**config.mk**
```make
export PLATFORM = sky130hd
export DESIGN_NAME = spi_sck_timer
export DESIGN_NICKNAME = d
export VERILOG_FILES = /design/src/rtl/spi_tim_pkg.sv /design/src/rtl/spi_tim_cfg.sv /design/src/rtl/spi_tim_seq.sv /design/src/rtl/spi_tim_sckgen.sv /design/src/rtl/spi_sck_timer.sv
export SDC_FILE = /design/constraint.sdc
export NUM_CORES = 1
export LEC_CHECK = 0
export BUFFER_PORTS_ARGS = -buffer_cell sky130_fd_sc_hd__buf_4
export CAP_MARGIN = 20
export CORE_ASPECT_RATIO = 1.2
export CORE_MARGIN = 2
export CORE_UTILIZATION = 35
export CTS_CLUSTER_DIAMETER = 50
export DETAILED_ROUTE_END_ITERATION = 16
export GPL_TIMING_DRIVEN = 0
export RECOVER_POWER = 100
export SYNTH_ARGS = -nofsm -noshare
export SYNTH_HDL_FRONTEND = slang
export SYNTH_SLANG_ARGS = --single-unit
```
**constraint.sdc**
```tcl
create_clock -name clk -period 2 [get_ports clk]
set_input_delay 0.3 -clock clk [delete_from_list [all_inputs] [get_ports clk]]
set_output_delay 0.3 -clock clk [all_outputs]
set_load 0.05 [all_outputs]
```
**src/rtl/spi_tim_pkg.sv**
```systemverilog
package spi_tim_pkg;

    localparam int BAUD_W   = 8;
    localparam int LEAD_W   = 7;
    localparam int POST_W   = 8;
    localparam int LEN_W    = 4;
    localparam int POST_SH  = 5;
    localparam int STD_POST = 17;

    localparam int CNT_W     = POST_W + 1 + POST_SH;
    localparam int EDGE_W    = LEN_W + 2;
    localparam int LEAD_ZERO = 1 << LEAD_W;

    typedef enum logic [1:0] {
        ST_IDLE,
        ST_LEAD,
        ST_XFER,
        ST_POST
    } tim_state_e;

    typedef struct packed {
        logic [CNT_W-1:0]  half;
        logic [CNT_W-1:0]  post;
        logic [EDGE_W-1:0] edges;
        logic              cpol;
        logic              cpha;
    } tim_cfg_t;

    function automatic logic [CNT_W-1:0] lead_clks(
        input logic              sel,
        input logic [LEAD_W-1:0] code,
        input logic [BAUD_W-1:0] baud
    );
        if (!sel)
            return CNT_W'(baud);
        if (code == '0)
            return CNT_W'(LEAD_ZERO);
        if (code == LEAD_W'(1))
            return CNT_W'(2);
        return CNT_W'(code);
    endfunction

    function automatic logic [CNT_W-1:0] post_clks(
        input logic              sel,
        input logic [POST_W-1:0] code,
        input int                std_clks
    );
        logic [POST_W:0] mult;
        if (!sel)
            return CNT_W'(std_clks);
        mult = (code == '0) ? {1'b1, {POST_W{1'b0}}} : {1'b0, code};
        return CNT_W'(mult) << POST_SH;
    endfunction

    function automatic logic [EDGE_W-1:0] edge_total(input logic [LEN_W-1:0] len);
        logic [LEN_W:0] bits;
        bits = (len == '0) ? {1'b1, {LEN_W{1'b0}}} : {1'b0, len};
        return {bits, 1'b0};
    endfunction

    // returns {shift, sample} for edge number idx of total
    function automatic logic [1:0] strobe_kind(
        input logic [EDGE_W-1:0] idx,
        input logic [EDGE_W-1:0] total,
        input logic              pha
    );
        logic leading;
        leading = idx[0];
        if (!pha)
            return {(!leading && (idx != total)), leading};
        return {leading, !leading};
    endfunction

endpackage

```
**src/rtl/spi_tim_cfg.sv**
```systemverilog
module spi_tim_cfg
    import spi_tim_pkg::*;
#(
    parameter int STD_POST_CLKS = STD_POST
) (
    input  logic              clk,
    input  logic              rst,
    input  logic              load,
    input  logic              lead_sel,
    input  logic              post_sel,
    input  logic [BAUD_W-1:0] baud_code,
    input  logic [LEAD_W-1:0] lead_code,
    input  logic [POST_W-1:0] post_code,
    input  logic [LEN_W-1:0]  xfer_len,
    input  logic              cpol,
    input  logic              cpha,
    output logic [CNT_W-1:0]  lead_now,
    output logic              baud_ok,
    output tim_cfg_t          cfg_q
);

    tim_cfg_t cfg_now;

    always_comb begin
        cfg_now.half  = CNT_W'(baud_code);
        cfg_now.post  = post_clks(post_sel, post_code, STD_POST_CLKS);
        cfg_now.edges = edge_total(xfer_len);
        cfg_now.cpol  = cpol;
        cfg_now.cpha  = cpha;
        lead_now      = lead_clks(lead_sel, lead_code, baud_code);
        baud_ok       = (baud_code >= BAUD_W'(2));
    end

    always_ff @(posedge clk) begin
        if (rst)
            cfg_q <= '0;
        else if (load)
            cfg_q <= cfg_now;
    end

endmodule

```
**src/rtl/spi_tim_seq.sv**
```systemverilog
module spi_tim_seq
    import spi_tim_pkg::*;
(
    input  logic              clk,
    input  logic              rst,
    input  logic              start,
    input  logic              baud_ok,
    input  logic [CNT_W-1:0]  lead_now,
    input  logic [CNT_W-1:0]  half_q,
    input  logic [CNT_W-1:0]  post_q,
    input  logic [EDGE_W-1:0] edges_q,
    output logic              accept,
    output logic              edge_fire,
    output logic [EDGE_W-1:0] edge_idx,
    output logic              cs_act,
    output logic              busy,
    output logic              done
);

    tim_state_e        state;
    logic [CNT_W-1:0]  cnt;
    logic [EDGE_W-1:0] ecnt;
    logic              cnt_zero;

    always_comb begin
        cnt_zero  = (cnt == '0);
        accept    = start && (state == ST_IDLE) && baud_ok;
        edge_fire = cnt_zero && ((state == ST_LEAD) ||
                    ((state == ST_XFER) && (ecnt != edges_q)));
        edge_idx  = ecnt + 1'b1;
        cs_act    = (state == ST_LEAD) || (state == ST_XFER);
        busy      = (state != ST_IDLE);
    end

    always_ff @(posedge clk) begin
        if (rst) begin
            state <= ST_IDLE;
            cnt   <= '0;
            ecnt  <= '0;
            done  <= 1'b0;
        end else begin
            done <= 1'b0;
            unique case (state)
                ST_IDLE: begin
                    if (accept) begin
                        state <= ST_LEAD;
                        cnt   <= lead_now - 1'b1;
                        ecnt  <= '0;
                    end
                end
                ST_LEAD: begin
                    if (cnt_zero) begin
                        state <= ST_XFER;
                        cnt   <= half_q - 1'b1;
                        ecnt  <= edge_idx;
                    end else begin
                        cnt <= cnt - 1'b1;
                    end
                end
                ST_XFER: begin
                    if (!cnt_zero) begin
                        cnt <= cnt - 1'b1;
                    end else if (ecnt == edges_q) begin
                        state <= ST_POST;
                        cnt   <= post_q - 1'b1;
                    end else begin
                        cnt  <= half_q - 1'b1;
                        ecnt <= edge_idx;
                    end
                end
                ST_POST: begin
                    if (cnt_zero) begin
                        state <= ST_IDLE;
                        done  <= 1'b1;
                    end else begin
                        cnt <= cnt - 1'b1;
                    end
                end
                default: state <= ST_IDLE;
            endcase
        end
    end

endmodule

```
**src/rtl/spi_tim_sckgen.sv**
```systemverilog
module spi_tim_sckgen
    import spi_tim_pkg::*;
(
    input  logic              clk,
    input  logic              rst,
    input  logic              busy,
    input  logic              edge_fire,
    input  logic [EDGE_W-1:0] edge_idx,
    input  logic [EDGE_W-1:0] edges_q,
    input  logic              cpol_live,
    input  logic              cpol_q,
    input  logic              cpha_q,
    output logic              sck,
    output logic              shift_stb,
    output logic              sample_stb
);

    logic       phase;
    logic [1:0] kind;

    always_comb begin
        kind = strobe_kind(edge_idx, edges_q, cpha_q);
        sck  = busy ? (phase ^ cpol_q) : cpol_live;
    end

    always_ff @(posedge clk) begin
        if (rst) begin
            phase      <= 1'b0;
            shift_stb  <= 1'b0;
            sample_stb <= 1'b0;
        end else begin
            if (!busy)
                phase <= 1'b0;
            else if (edge_fire)
                phase <= ~phase;
            shift_stb  <= edge_fire && kind[1];
            sample_stb <= edge_fire && kind[0];
        end
    end

endmodule

```
**src/rtl/spi_sck_timer.sv**
```systemverilog
module spi_sck_timer
    import spi_tim_pkg::*;
#(
    parameter int STD_POST_CLKS = STD_POST
) (
    input  logic              clk,
    input  logic              rst,
    input  logic              start,
    input  logic              lead_sel,
    input  logic              post_sel,
    input  logic [BAUD_W-1:0] baud_code,
    input  logic [LEAD_W-1:0] lead_code,
    input  logic [POST_W-1:0] post_code,
    input  logic [LEN_W-1:0]  xfer_len,
    input  logic              cpol,
    input  logic              cpha,
    output logic              sck,
    output logic              cs_act,
    output logic              shift_stb,
    output logic              sample_stb,
    output logic              busy,
    output logic              done
);

    tim_cfg_t          cfg_q;
    logic [CNT_W-1:0]  lead_now;
    logic              baud_ok;
    logic              accept;
    logic              edge_fire;
    logic [EDGE_W-1:0] edge_idx;

    spi_tim_cfg #(
        .STD_POST_CLKS (STD_POST_CLKS)
    ) u_cfg (
        .clk       (clk),
        .rst       (rst),
        .load      (accept),
        .lead_sel  (lead_sel),
        .post_sel  (post_sel),
        .baud_code (baud_code),
        .lead_code (lead_code),
        .post_code (post_code),
        .xfer_len  (xfer_len),
        .cpol      (cpol),
        .cpha      (cpha),
        .lead_now  (lead_now),
        .baud_ok   (baud_ok),
        .cfg_q     (cfg_q)
    );

    spi_tim_seq u_seq (
        .clk       (clk),
        .rst       (rst),
        .start     (start),
        .baud_ok   (baud_ok),
        .lead_now  (lead_now),
        .half_q    (cfg_q.half),
        .post_q    (cfg_q.post),
        .edges_q   (cfg_q.edges),
        .accept    (accept),
        .edge_fire (edge_fire),
        .edge_idx  (edge_idx),
        .cs_act    (cs_act),
        .busy      (busy),
        .done      (done)
    );

    spi_tim_sckgen u_sck (
        .clk        (clk),
        .rst        (rst),
        .busy       (busy),
        .edge_fire  (edge_fire),
        .edge_idx   (edge_idx),
        .edges_q    (cfg_q.edges),
        .cpol_live  (cpol),
        .cpol_q     (cfg_q.cpol),
        .cpha_q     (cfg_q.cpha),
        .sck        (sck),
        .shift_stb  (shift_stb),
        .sample_stb (sample_stb)
    );

endmodule


```
==> results of run 1 <==
[cell families (layout without fill, tap and decap cells)]
| kind of cell | count (synthesis) | after routing | synth area share [%] |
|---|---|---|---|
| buffers and inverters | 54 | 117 | 5.48 |
| adder cells (fa/ha/maj) | 11 | 11 | 3.59 |
| multiplexers | 7 | 7 | 1.83 |
| XOR/XNOR | 38 | 38 | 8.67 |
| AO/OA/AOI/OAI | 136 | 136 | 24.2 |
| flip-flops | 51 | 51 | 26.6 |
| AND/OR/NAND/NOR | 211 | 211 | 29.7 |
[registers in the layout (all words and copies together) (netlist names)]
name / flops
u_sck.phase: 1
u_seq.ecnt: 6
u_seq.cnt: 14
u_sck.shift_stb: 1
u_seq.done: 1
u_cfg.cfg_q: 25
u_sck.sample_stb: 1
u_seq.state: 2
[how the worst max path moves through the flow]
| stage | start | end | slack, ns | cells after the start |
|---|---|---|---|---|
| after CTS | u_seq.cnt[0]$_SDFFE_PP0P_ | u_seq.cnt[10]$_SDFFE_PP0P_ | -0.20 | 9 |
| final | u_seq.cnt[1]$_SDFFE_PP0P_ | u_seq.cnt[10]$_SDFFE_PP0P_ | -0.20 | 9 |
| after global routing | u_seq.cnt[1]$_SDFFE_PP0P_ | u_seq.cnt[12]$_SDFFE_PP0P_ | -0.26 | 9 |
| after floorplan | u_seq.cnt[1]$_SDFFE_PP0P_ | u_seq.cnt[10]$_SDFFE_PP0P_ | -0.10 | 7 |
| after detailed placement | u_seq.state[0]$_SDFFE_PP0P_ | u_seq.ecnt[2]$_SDFFE_PP0P_ | -0.67 | 7 |
| after global placement | u_seq.state[1]$_SDFFE_PP0P_ | u_seq.cnt[11]$_SDFFE_PP0P_ | -0.66 | 8 |
[cells in the mapped netlist, types with 12 or more instances]
| cell type | number |
|---|---|
| sky130_fd_sc_hd__nor2_1 | 21 |
| sky130_fd_sc_hd__xnor2_1 | 23 |
| sky130_fd_sc_hd__nand3_1 | 25 |
| sky130_fd_sc_hd__inv_1 | 21 |
| sky130_fd_sc_hd__xor2_1 | 15 |
| sky130_fd_sc_hd__a21oi_1 | 45 |
| sky130_fd_sc_hd__nor4_1 | 13 |
| sky130_fd_sc_hd__o21ai_0 | 17 |
| sky130_fd_sc_hd__nor3_1 | 24 |
| sky130_fd_sc_hd__nand2_1 | 63 |
| sky130_fd_sc_hd__clkbuf_1 | 26 |
| sky130_fd_sc_hd__a211oi_1 | 12 |
| sky130_fd_sc_hd__nand4_1 | 14 |
| sky130_fd_sc_hd__dfxtp_1 | 51 |
[repair_timing]
action	4_1_cts	5_1_grt
pin swaps	15	17
setup buffers	16	7
gates resized for setup	69	48
gates cloned	1	0
setup endpoints to repair	46	40
[per-stage QoR]
stage / TNS, ns / util [%] / hold WS (ns)
2_1_floorplan: -0.697 / - / 0.436
3_3_place_gp: -12.64 / 40.7 / 0.457
3_5_place_dp: -13.12 / 40.7 / 0.458
4_1_cts: -1.72 / 45.9 / 0.249
5_1_grt: -3.37 / 48.4 / 0.263
6_report: -1.84 / 48.4 / 0.252
[metal layers]
metal  vias to the layer above  routed length (um)  share of wire, %  GRT usage, %
met3                        42                 799               6.0          2.72
met1                      2092                5570                42          28.5
li1                       2046                   -                 -             -
met5                         -                   0                 0             0
met2                       192                6480                48          37.2
met4                         0                 512               3.8          10.0
[worst min-delay path, delay by kind of cell]
family,cells,cell delay [ns]
and+or+nand+nor,1,0.05
AOI/OAI and AO/OA,1,0.05
buffers and inverters,1,0.11
[final cells by class]
cell class	instances	area share (%)
repair buffers	60	9.54
multi-input cells	403	59.4
flip-flops and latches	51	20.2
well taps	129	3.14
plain buffers	27	3.16
clock buffers	6	2.70
inverters	22	1.61
clock inverters	2	0.316
[power by group through the flow]
stage	sequential (mW)	combinational [mW]	clock (mW)
2_1_floorplan	1.47	3.20	0
3_3_place_gp	1.53	4.30	0
3_5_place_dp	1.54	4.33	0
4_1_cts	1.58	5.20	0.929
5_1_grt	1.67	6.36	0.956
6_report	1.64	5.99	0.917
==> metrics.sh, run 1 <==
HTREE_LEVELS=2
SYNTHDOMINANTAREACELLTYPE='sky130_fd_sc_hd__dfxtp_1'
ASYNCSETRESETFLOPFRACSYNTH_PCT=0
FAILED_CHECKS='negative setup slack'
SYNTH-EDFF-COUNT=0
SYNTH_SEQ_CELLS=51
CLOCKROOTBUFFER='sky130_fd_sc_hd__clkbuf_16'
START_UTIL_PCT=36.1
POSTSYNTHNETCOUNT=553
SYN_AVG_CELL_AREA_UM2=7.56
CTS_BUFFER_DEPTH=2
SYNTH_TOP_AREA_SHARE_PCT=26.6
MULTIINPUTGATEAREA_MM2=0.00305
FINAL_LAYOUT_SIZE_SUFFIX_GT1_SHARE_PCT=28.4
MOSTFREQUENTLAYOUTCELL='sky130_fd_sc_hd__nand2_1'
IOS=40
HOLDPATHSTAGES=3
CTS_TREE='built'
TOTAL_CLOCK_BUFFERS_CREATED_BY_CTS=5
GRT_ANTENNA_BEFORE_REPAIR=0
COMBINATIONALPOWERSHARE_PCT=70.1
STATUS='complete, but fails checks'
CLKTRANSATPATHREGS_NS=0.07
DIE_AREA_MM2=0.0118
LAYOUT.CELLS.MOST_COMMON_LIST='sky130_fd_sc_hd__nand2_1 (62), sky130_fd_sc_hd__buf_4 (48), sky130_fd_sc_hd__a21oi_1 (41), sky130_fd_sc_hd__dfxtp_1 (41), sky130_fd_sc_hd__nand3_1 (25)'
CRITICAL_PATH.ENDPOINT_TYPE='register'
NETLIST_TOP_CELLS_AREA='sky130_fd_sc_hd__dfxtp_1 (27%), sky130_fd_sc_hd__nand2_1 (6.2%), sky130_fd_sc_hd__a21oi_1 (5.9%)'
PLACE.GP.CONGESTION=0.907
CRITPATHMAXSTAGEDELAY_NS=0.49
SETUP_VIOL_COUNT_FINAL=18
POWER_SWITCHING_mW=4.31
POST-ROUTE-WORST-SETUP-SLACK_NS=-0.204
SHARE_OF_TOTAL_POWER_IN_SEQUENTIAL_CELLS_PCT=19.2
SLEW_HEADROOM_PCT=49.5
PLACED_CELLS=673
DETAIL_ROUTE.WL_PER_CELL_UM=19.1
GROUTE.USAGE.OVERALL_PCT=22.3
REGTOREGENDPOINT='u_seq.cnt[10]$_SDFFE_PP0P_'
MAXCAPVIOLCOUNT=0
FINAL.FILL_COUNT=1028
WORST_HOLD_PATH.ENDPOINT='u_cfg.cfg_q[4]$_SDFFE_PP0P_'
SYN_AREA_MM2=0.00384
PATH_DELAY_FAMILY='simple AND/OR/NAND/NOR gates'
TIMING.CRITICAL_PATH.CELLS='inv_2, ha_4, or4b_4, nor4_4, buf_6, buf_6, nand2_4, o32a_1, a211oi_2'
WORST-R2R-SETUP-SLACK_NS=-0.20
LEAKAGEPOWER_nW=1.85
MAX_SLEW.WORST_PIN.SLEW_NS=0.757
SYNTH_SEQ_AREA_SHARE_PCT=26.6
DRTANTENNAVIOLNETS=0
FIN_WORST_SKEW_NS=0.00526
DETAIL_ROUTE.VIAS_PER_CELL=6.25
HPWLAFTERDP_UM=9490
DETAIL_ROUTE.ITER0.VIOLATIONS=345
PORT_BUFFER_CELLS=36
P_SW_SHARE_PCT=50.5
CRITICAL_PATH.MOST_COMMON_CELL='sky130_fd_sc_hd__buf_6'
WORSTSKEWPAIRLATENCY_NS=0.30
CLOCK_POWER_SHARE_PCT=10.7
HOLD_VIOL=0
DRC=0
TIMING.CRITICAL_PATH.FANOUT_MAX=6
SYN_INST=508
SEQ_AREA_MM2=0.00104
RSZ0062_AT_GRT='yes'
PWR_DENSITY_CELL_mW_PER_MM2=1660
CLOCK_SINKS=51
WORST_PATH_MAX_DELAY_CELL='sky130_fd_sc_hd__or4b_4'
SYNTHDISTINCTLIBCELLS=67
FINAL_NET_COUNT=615
LAYOUT-AREA-OVERHEAD-VS-SYNTH_PCT=33.9
TIMING.FINAL.CRIT_PERIOD_NS=2.20
REPORT.FINAL.SLEW_VIOL_COUNT=0
DETAILEDROUTE.FIRSTPASSITERATIONCOUNT=5
WORSTHOLDPATHTYPE='in2reg'
WP_DATA_REQUIRED_NS=2.22
CLOCK.FMAX_MHz=454
CRITICALPATHCATEGORY='reg2reg'
GRT_PASS1_WL_UM=21200
DETAILEDPLACE.WORSTSLACK_NS=-0.673
CP_NUM_BUF_INV=3
WORSTREGTOREGCELLS=9
IRDROPWORSTVDD_V=0.000583
PIN_COUNT_OF_THE_BIGGEST_NET_ENTERING_GLOBAL_ROUTING=17
POST_DP_CELL_AREA_MM2=0.00432
MIN-DELAY-START='xfer_len[1]'
WIRELENGTH_UM=13400
GLOBAL_ROUTE_CONGESTION_OVERFLOW_TOTAL=0
HEIGHT_OF_THE_DIE_UM=119
FINAL_MIN_PERIOD_OVER_CLOCK_PERIOD_PCT=110
POST-ROUTE-CELL-AREA_MM2=0.00514
TIMING.CRITICAL_PATH.FROM_TYPE='register'
DIE_W_UM=99.6
TOTAL_POWER_mW=8.54
DETAILROUTE.VIA_COUNT=4372
ANTENNA_CELLS_INSERTED=0
CRIT_PATH_ARRIVAL_TIME_NS=2.43
ROW_COUNT=41
FIRST_GLOBAL_VIAS=4047
FINAL_STD_CELLS_W_O_FILL=700
CORE_AREA_MM2=0.0106
SYNTHESIS.YOSYS.WARNINGS=0
YS.FLOP_TYPE='sky130_fd_sc_hd__dfxtp_1'
HOLD_BUFFERS=0
P_INT_mW=4.23
R2R-START='u_seq.cnt[1]$_SDFFE_PP0P_'
No activity file was read; power rests on OpenSTA's default activity.
==> run 2: changes to the inputs <==
Settings changed: CORE_UTILIZATION 35 to 54, PLACE_DENSITY set to 0.77.
==> metrics.sh, run 2 (synthesis gave the netlist of run 1 again) <==
HEIGHT_OF_THE_DIE_UM=96.4
REPORT.FINAL.SLEW_VIOL_COUNT=0
PIN_COUNT_OF_THE_BIGGEST_NET_ENTERING_GLOBAL_ROUTING=18
HTREE_LEVELS=2
GRT_PASS1_WL_UM=19800
TIMING.CRITICAL_PATH.CELLS='inv_2, buf_4, buf_4, ha_2, or3b_4, or3_4, a21oi_1, a21oi_1, a211oi_1'
CRITICAL_PATH.ENDPOINT_TYPE='register'
P_INT_mW=3.97
SHARE_OF_TOTAL_POWER_IN_SEQUENTIAL_CELLS_PCT=20.0
LAYOUT.CELLS.MOST_COMMON_LIST='sky130_fd_sc_hd__nand2_1 (61), sky130_fd_sc_hd__buf_4 (51), sky130_fd_sc_hd__dfxtp_1 (43), sky130_fd_sc_hd__a21oi_1 (42), sky130_fd_sc_hd__nand3_1 (24)'
POWER_SWITCHING_mW=4.06
MAXCAPVIOLCOUNT=0
CLOCK_POWER_SHARE_PCT=9.6
WORST_PATH_MAX_DELAY_CELL='sky130_fd_sc_hd__or3_4'
TOTAL_CLOCK_BUFFERS_CREATED_BY_CTS=5
DETAIL_ROUTE.ITER0.VIOLATIONS=422
FINAL_LAYOUT_SIZE_SUFFIX_GT1_SHARE_PCT=25.4
IOS=40
START_UTIL_PCT=56.0
LARGEST_REG_FLOPS=25
ANTENNA_CELLS_INSERTED=0
TOTAL_POWER_mW=8.04
GLOBAL_ROUTE_CONGESTION_OVERFLOW_TOTAL=0
MOSTFREQUENTLAYOUTCELL='sky130_fd_sc_hd__nand2_1'
SLEW_HEADROOM_PCT=55.3
COMBINATIONALPOWERSHARE_PCT=70.4
RSZ0062_AT_GRT='yes'
CLKTRANSATPATHREGS_NS=0.11
CLOCKROOTBUFFER='sky130_fd_sc_hd__clkbuf_8'
POST-ROUTE-WORST-SETUP-SLACK_NS=-0.237
TIMING.FINAL.CRIT_PERIOD_NS=2.24
DETAILROUTE.VIA_COUNT=4430
DETAIL_ROUTE.VIAS_PER_CELL=6.73
FAILED_CHECKS='negative setup slack'
DRC=0
WIRELENGTH_UM=12800
HOLD_VIOL=0
LAYOUT-AREA-OVERHEAD-VS-SYNTH_PCT=26.6
WORSTSKEWPAIRLATENCY_NS=0.32
CLOCK.FMAX_MHz=447
GRT_ANTENNA_BEFORE_REPAIR=0
PWR_DENSITY_CELL_mW_PER_MM2=1650
HPWLAFTERDP_UM=8980
CORE_AREA_MM2=0.00685
ROW_COUNT=33
FINAL_MIN_PERIOD_OVER_CLOCK_PERIOD_PCT=112
CRITPATHMAXSTAGEDELAY_NS=0.41
HOLD_BUFFERS=0
DRTANTENNAVIOLNETS=0
CP_NUM_BUF_INV=3
REGMOSTFLOPS='u_cfg.cfg_q'
DETAILEDPLACE.WORSTSLACK_NS=-0.659
FIRST_GLOBAL_VIAS=4053
IRDROPWORSTVDD_V=0.000953
CTS_BUFFER_DEPTH=2
TNS_NS=-3.04
DIE_W_UM=81.0
GROUTE.USAGE.OVERALL_PCT=33.0
CRITICALPATHCATEGORY='reg2reg'
LEAKAGEPOWER_nW=1.77
P_SW_SHARE_PCT=50.6
PATH_DELAY_FAMILY='simple AND/OR/NAND/NOR gates'
WP_DATA_REQUIRED_NS=2.22
MAX_SLEW.WORST_PIN.SLEW_NS=0.670
TIMING.CRITICAL_PATH.FROM_TYPE='register'
TIMING.CRITICAL_PATH.FANOUT_MAX=3
FINAL.FILL_COUNT=585
STATUS='complete, but fails checks'
SETUP_VIOL_COUNT_FINAL=23
PLACE.GP.CONGESTION=0.928
WORSTHOLDPATHTYPE='in2reg'
FIN_WORST_SKEW_NS=0.0126
DIE_AREA_MM2=0.00780
PORT_BUFFER_CELLS=36
CTS_TREE='built'
DETAIL_ROUTE.WL_PER_CELL_UM=19.4
CLOCK_SINKS=51
TOP_REGS='u_cfg.cfg_q: 25 flops, u_seq.cnt: 14 flops, u_seq.ecnt: 6 flops'
DETAILEDROUTE.FIRSTPASSITERATIONCOUNT=6
FINAL_NET_COUNT=615
CRIT_PATH_ARRIVAL_TIME_NS=2.46
==> run 2: cell types whose count changed in the layout (fill, tap and decap cells not counted), moves of 3 or more <==
cell	change
sky130_fd_sc_hd__clkbuf_16	-4
sky130_fd_sc_hd__clkbuf_8	+4
sky130_fd_sc_hd__nor4_4	-4
sky130_fd_sc_hd__buf_4	+3
==> run 2: final timing paths <==
check | from | end | slack [ns] | cells past startpoint
worst max-delay path | u_seq.cnt[0]$_SDFFE_PP0P_ | u_seq.cnt[8]$_SDFFE_PP0P_ | -0.24 | 9
worst min-delay path | cpha | u_cfg.cfg_q[0]$_SDFFE_PP0P_ | 0.23 | 3
worst max register to register | u_seq.cnt[0]$_SDFFE_PP0P_ | u_seq.cnt[8]$_SDFFE_PP0P_ | -0.24 | 9
worst min register to register | u_cfg.cfg_q[1]$_SDFFE_PP0P_ | u_cfg.cfg_q[1]$_SDFFE_PP0P_ | 0.48 | 2
==> run 2: power by group through the flow <==
stage          Sequential [mW]  Combinational, mW  Clock [mW]
2_1_floorplan             1.47               3.20           0
3_3_place_gp              1.52               4.25           0
3_5_place_dp              1.53               4.28           0
4_1_cts                   1.57               4.92       0.780
5_1_grt                   1.64               5.99       0.809
6_report                  1.61               5.66       0.774
==> run 2: what timing repair did <==
item / 4_1_cts / 5_1_grt
buffers inserted: 17 / 7
pin swaps: 9 / 9
gates resized for setup: 49 / 33
gates cloned: 0 / 1
endpoints found under the setup margin: 30 / 30
==> run 2: metrics by stage <==
| stage | util, % | cells | hold slack, ns | instance area [um2] |
|---|---|---|---|---|
| 6_report | 70.9 | 658 | 0.230 | 4860 |
| 5_1_grt | 70.9 | 658 | 0.237 | 4860 |
| 4_1_cts | 68.1 | 651 | 0.228 | 4670 |
| 3_5_place_dp | 62.2 | 631 | 0.467 | 4270 |
| 3_3_place_gp | 62.2 | 631 | 0.457 | 4270 |
| 2_1_floorplan | - | 508 | 0.436 | 3890 |
==> run 2: area by class of cell <==
type                    count  area, um2  area share, %
multi-input cells         403       2890           59.5
clock buffers               5       68.8           1.42
plain buffers              26        150           3.09
well taps                  87        109           2.24
clock inverters             3       46.3          0.953
flip-flops and latches     51       1030           21.2
inverters                  22       82.6           1.70
repair buffers             61        480           9.89
==> run 2: worst min-delay path, cell delays in order <==
cell	delay (ns)
sky130_fd_sc_hd__buf_4	0.11
sky130_fd_sc_hd__nand2_1	0.04
sky130_fd_sc_hd__a21oi_1	0.05
==> run 2: layer usage <==
metal / part of all wire [%] / vias to the layer above / track usage, %
met1: 39 / 2057 / 40.7
met4: 5.4 / 0 / 17.1
met3: 8.5 / 61 / 4.78
li1: - / 2043 / -
met2: 47 / 269 / 55.4
met5: 0 / - / 0
==> run 3: changes to the inputs <==
Settings changed: CORE_ASPECT_RATIO 1.2 to unset, CTS_CLUSTER_DIAMETER 50 to 40.
==> metrics.sh, run 3 (synthesis gave the netlist of run 1 again) <==
CLOCK.FMAX_MHz=454
STATUS='complete, but fails checks'
PLACE.GP.CONGESTION=0.980
IOS=40
IRDROPWORSTVDD_V=0.000710
CRITICAL_PATH.MOST_COMMON_CELL='sky130_fd_sc_hd__buf_6'
FAILED_CHECKS='negative setup slack'
MOSTFREQUENTLAYOUTCELL='sky130_fd_sc_hd__nand2_1'
WORSTHOLDPATHTYPE='in2reg'
DIE_W_UM=88.3
MAXCAPVIOLCOUNT=0
WORSTREGTOREGCELLS=10
FINAL_MIN_PERIOD_OVER_CLOCK_PERIOD_PCT=110
DETAIL_ROUTE.VIAS_PER_CELL=6.61
TOP_REGS='u_cfg.cfg_q: 25 flops, u_seq.cnt: 14 flops, u_seq.ecnt: 6 flops'
TOTAL_CLOCK_BUFFERS_CREATED_BY_CTS=5
ANTENNA_CELLS_INSERTED=0
TIMING.CRITICAL_PATH.CELLS='inv_2, ha_4, or4b_4, nor4_4, buf_6, buf_4, buf_6, o311ai_2, o22a_1, a21oi_1'
DIE_AREA_MM2=0.00780
CLOCK_SINKS=51
HEIGHT_OF_THE_DIE_UM=88.3
GRT_ANTENNA_BEFORE_REPAIR=0
R2R-START='u_seq.cnt[1]$_SDFFE_PP0P_'
HTREE_LEVELS=2
REGTOREGENDPOINT='u_seq.cnt[6]$_SDFFE_PP0P_'
PWR_DENSITY_CELL_mW_PER_MM2=1620
CRITICAL_PATH.ENDPOINT_TYPE='register'
LAYOUT.CELLS.MOST_COMMON_LIST='sky130_fd_sc_hd__nand2_1 (61), sky130_fd_sc_hd__buf_4 (53), sky130_fd_sc_hd__dfxtp_1 (43), sky130_fd_sc_hd__a21oi_1 (41), sky130_fd_sc_hd__nand3_1 (24)'
CP-STARTPOINT='u_seq.cnt[1]$_SDFFE_PP0P_'
DETAILEDPLACE.WORSTSLACK_NS=-0.622
REGMOSTFLOPS='u_cfg.cfg_q'
TIMING.CRITICAL_PATH.FROM_TYPE='register'
TIMING.FINAL.CRIT_PERIOD_NS=2.20
CORE_AREA_MM2=0.00683
DETAIL_ROUTE.WL_PER_CELL_UM=19.0
HOLDPATHSTAGES=3
FINAL_LAYOUT_SIZE_SUFFIX_GT1_SHARE_PCT=26.7
CRITPATHMAXSTAGEDELAY_NS=0.50
RSZ0062_AT_GRT='yes'
SETUP_VIOL_COUNT_FINAL=23
WORST_HOLD_PATH.ENDPOINT='u_cfg.cfg_q[0]$_SDFFE_PP0P_'
CTS_BUFFER_DEPTH=2
MAX_SLEW.WORST_PIN.SLEW_NS=0.734
FIRST_GLOBAL_VIAS=4027
WORSTSKEWPAIRLATENCY_NS=0.31
POSTLAYOUTCOREUTIL_PCT=71.4
START_UTIL_PCT=56.2
SLEW_HEADROOM_PCT=51.1
TNS_NS=-2.67
CLOCKROOTBUFFER='sky130_fd_sc_hd__clkbuf_8'
WP_DATA_REQUIRED_NS=2.25
WORST-R2R-SETUP-SLACK_NS=-0.20
CTS_TREE='built'
PORT_BUFFER_CELLS=36
GLOBAL_ROUTE_CONGESTION_OVERFLOW_TOTAL=0
PIN_COUNT_OF_THE_BIGGEST_NET_ENTERING_GLOBAL_ROUTING=17
LEAKAGEPOWER_nW=1.77
DETAIL_ROUTE.ITER0.VIOLATIONS=448
WORST_PATH_MAX_DELAY_CELL='sky130_fd_sc_hd__or4b_4'
LAYOUT-AREA-OVERHEAD-VS-SYNTH_PCT=27.0
GRT_PASS1_WL_UM=19900
CLKTRANSATPATHREGS_NS=0.10
GROUTE.USAGE.OVERALL_PCT=32.4
CRITICALPATHCATEGORY='reg2reg'
DRC=0
TIMING.CRITICAL_PATH.FANOUT_MAX=7
REPORT.FINAL.SLEW_VIOL_COUNT=0
FINAL.HOLD.WORST_SLACK_NS=0.228
CP_NUM_BUF_INV=4
DETAILEDROUTE.FIRSTPASSITERATIONCOUNT=5
ROW_COUNT=30
LARGEST_REG_FLOPS=25
DETAILROUTE.VIA_COUNT=4415
FINAL_NET_COUNT=616
HOLD_VIOL=0
MIN-DELAY-START='cpha'
WIRELENGTH_UM=12700
DRTANTENNAVIOLNETS=0
PATH_DELAY_FAMILY='simple AND/OR/NAND/NOR gates'
POST-ROUTE-WORST-SETUP-SLACK_NS=-0.204
FIN_WORST_SKEW_NS=0.00411
CRIT_PATH_ARRIVAL_TIME_NS=2.45
HPWLAFTERDP_UM=8870
==> run 3: per-layer routing <==
metal / track usage, % / part of all wire, % / vias up / routed length (um)
li1: - / - / 2046 / -
met1: 44.3 / 42 / 2044 / 5350
met2: 51.9 / 46 / 277 / 5820
met3: 4.57 / 8.9 / 48 / 1130
met4: 12.0 / 3.0 / 0 / 383
met5: 0 / 0 / - / 0
==> run 3: worst max-delay path by stage <==
stage | slack [ns] | cells past startpoint | end
2_1_floorplan | -0.10 | 7 | u_seq.cnt[10]$_SDFFE_PP0P_
3_3_place_gp | -0.60 | 8 | u_seq.cnt[11]$_SDFFE_PP0P_
3_5_place_dp | -0.62 | 10 | u_seq.cnt[10]$_SDFFE_PP0P_
4_1_cts | -0.16 | 7 | sck
5_1_grt | -0.27 | 6 | u_seq.cnt[11]$_SDFFE_PP0P_
6_report | -0.20 | 10 | u_seq.cnt[6]$_SDFFE_PP0P_
==> run 3: tightest hold or removal path, cell delays in order <==
cell and delay, ns:
sky130_fd_sc_hd__buf_4 0.11, sky130_fd_sc_hd__nand2_1 0.04, sky130_fd_sc_hd__a21oi_1 0.05
==> run 3: cell type report <==
class	count	area, um2
multi-input combinational	403	2930
fill	580	1960
sequential	51	1040
timing repair buffer	61	463
buffer	27	153
tap	96	120
inverter	22	82.6
clock buffer	5	68.8
clock inverter	3	18.8
==> run 3: per-stage QoR <==
stage               cells  power (mW)  area (um2)
global placement      640        5.75        4280
finish                668        7.91        4880
floorplan             508        4.67        3890
global route          668        8.31        4880
detailed placement    640        5.80        4280
CTS                   663        7.20        4720
==> run 3: power breakdown <==
part / internal, mW / switching [mW]
Sequential: 1.25 / 0.376
Clock: 0.248 / 0.390
Combinational: 2.29 / 3.35
==> run 3: timing repair <==
action / CTS / global route
pin swaps: 21 / 6
setup buffers: 19 / 6
resized for setup: 64 / 35
endpoints found under the setup margin: 30 / 47
hold buffers: 0 / 0
endpoints found under the hold margin: 0 / 0
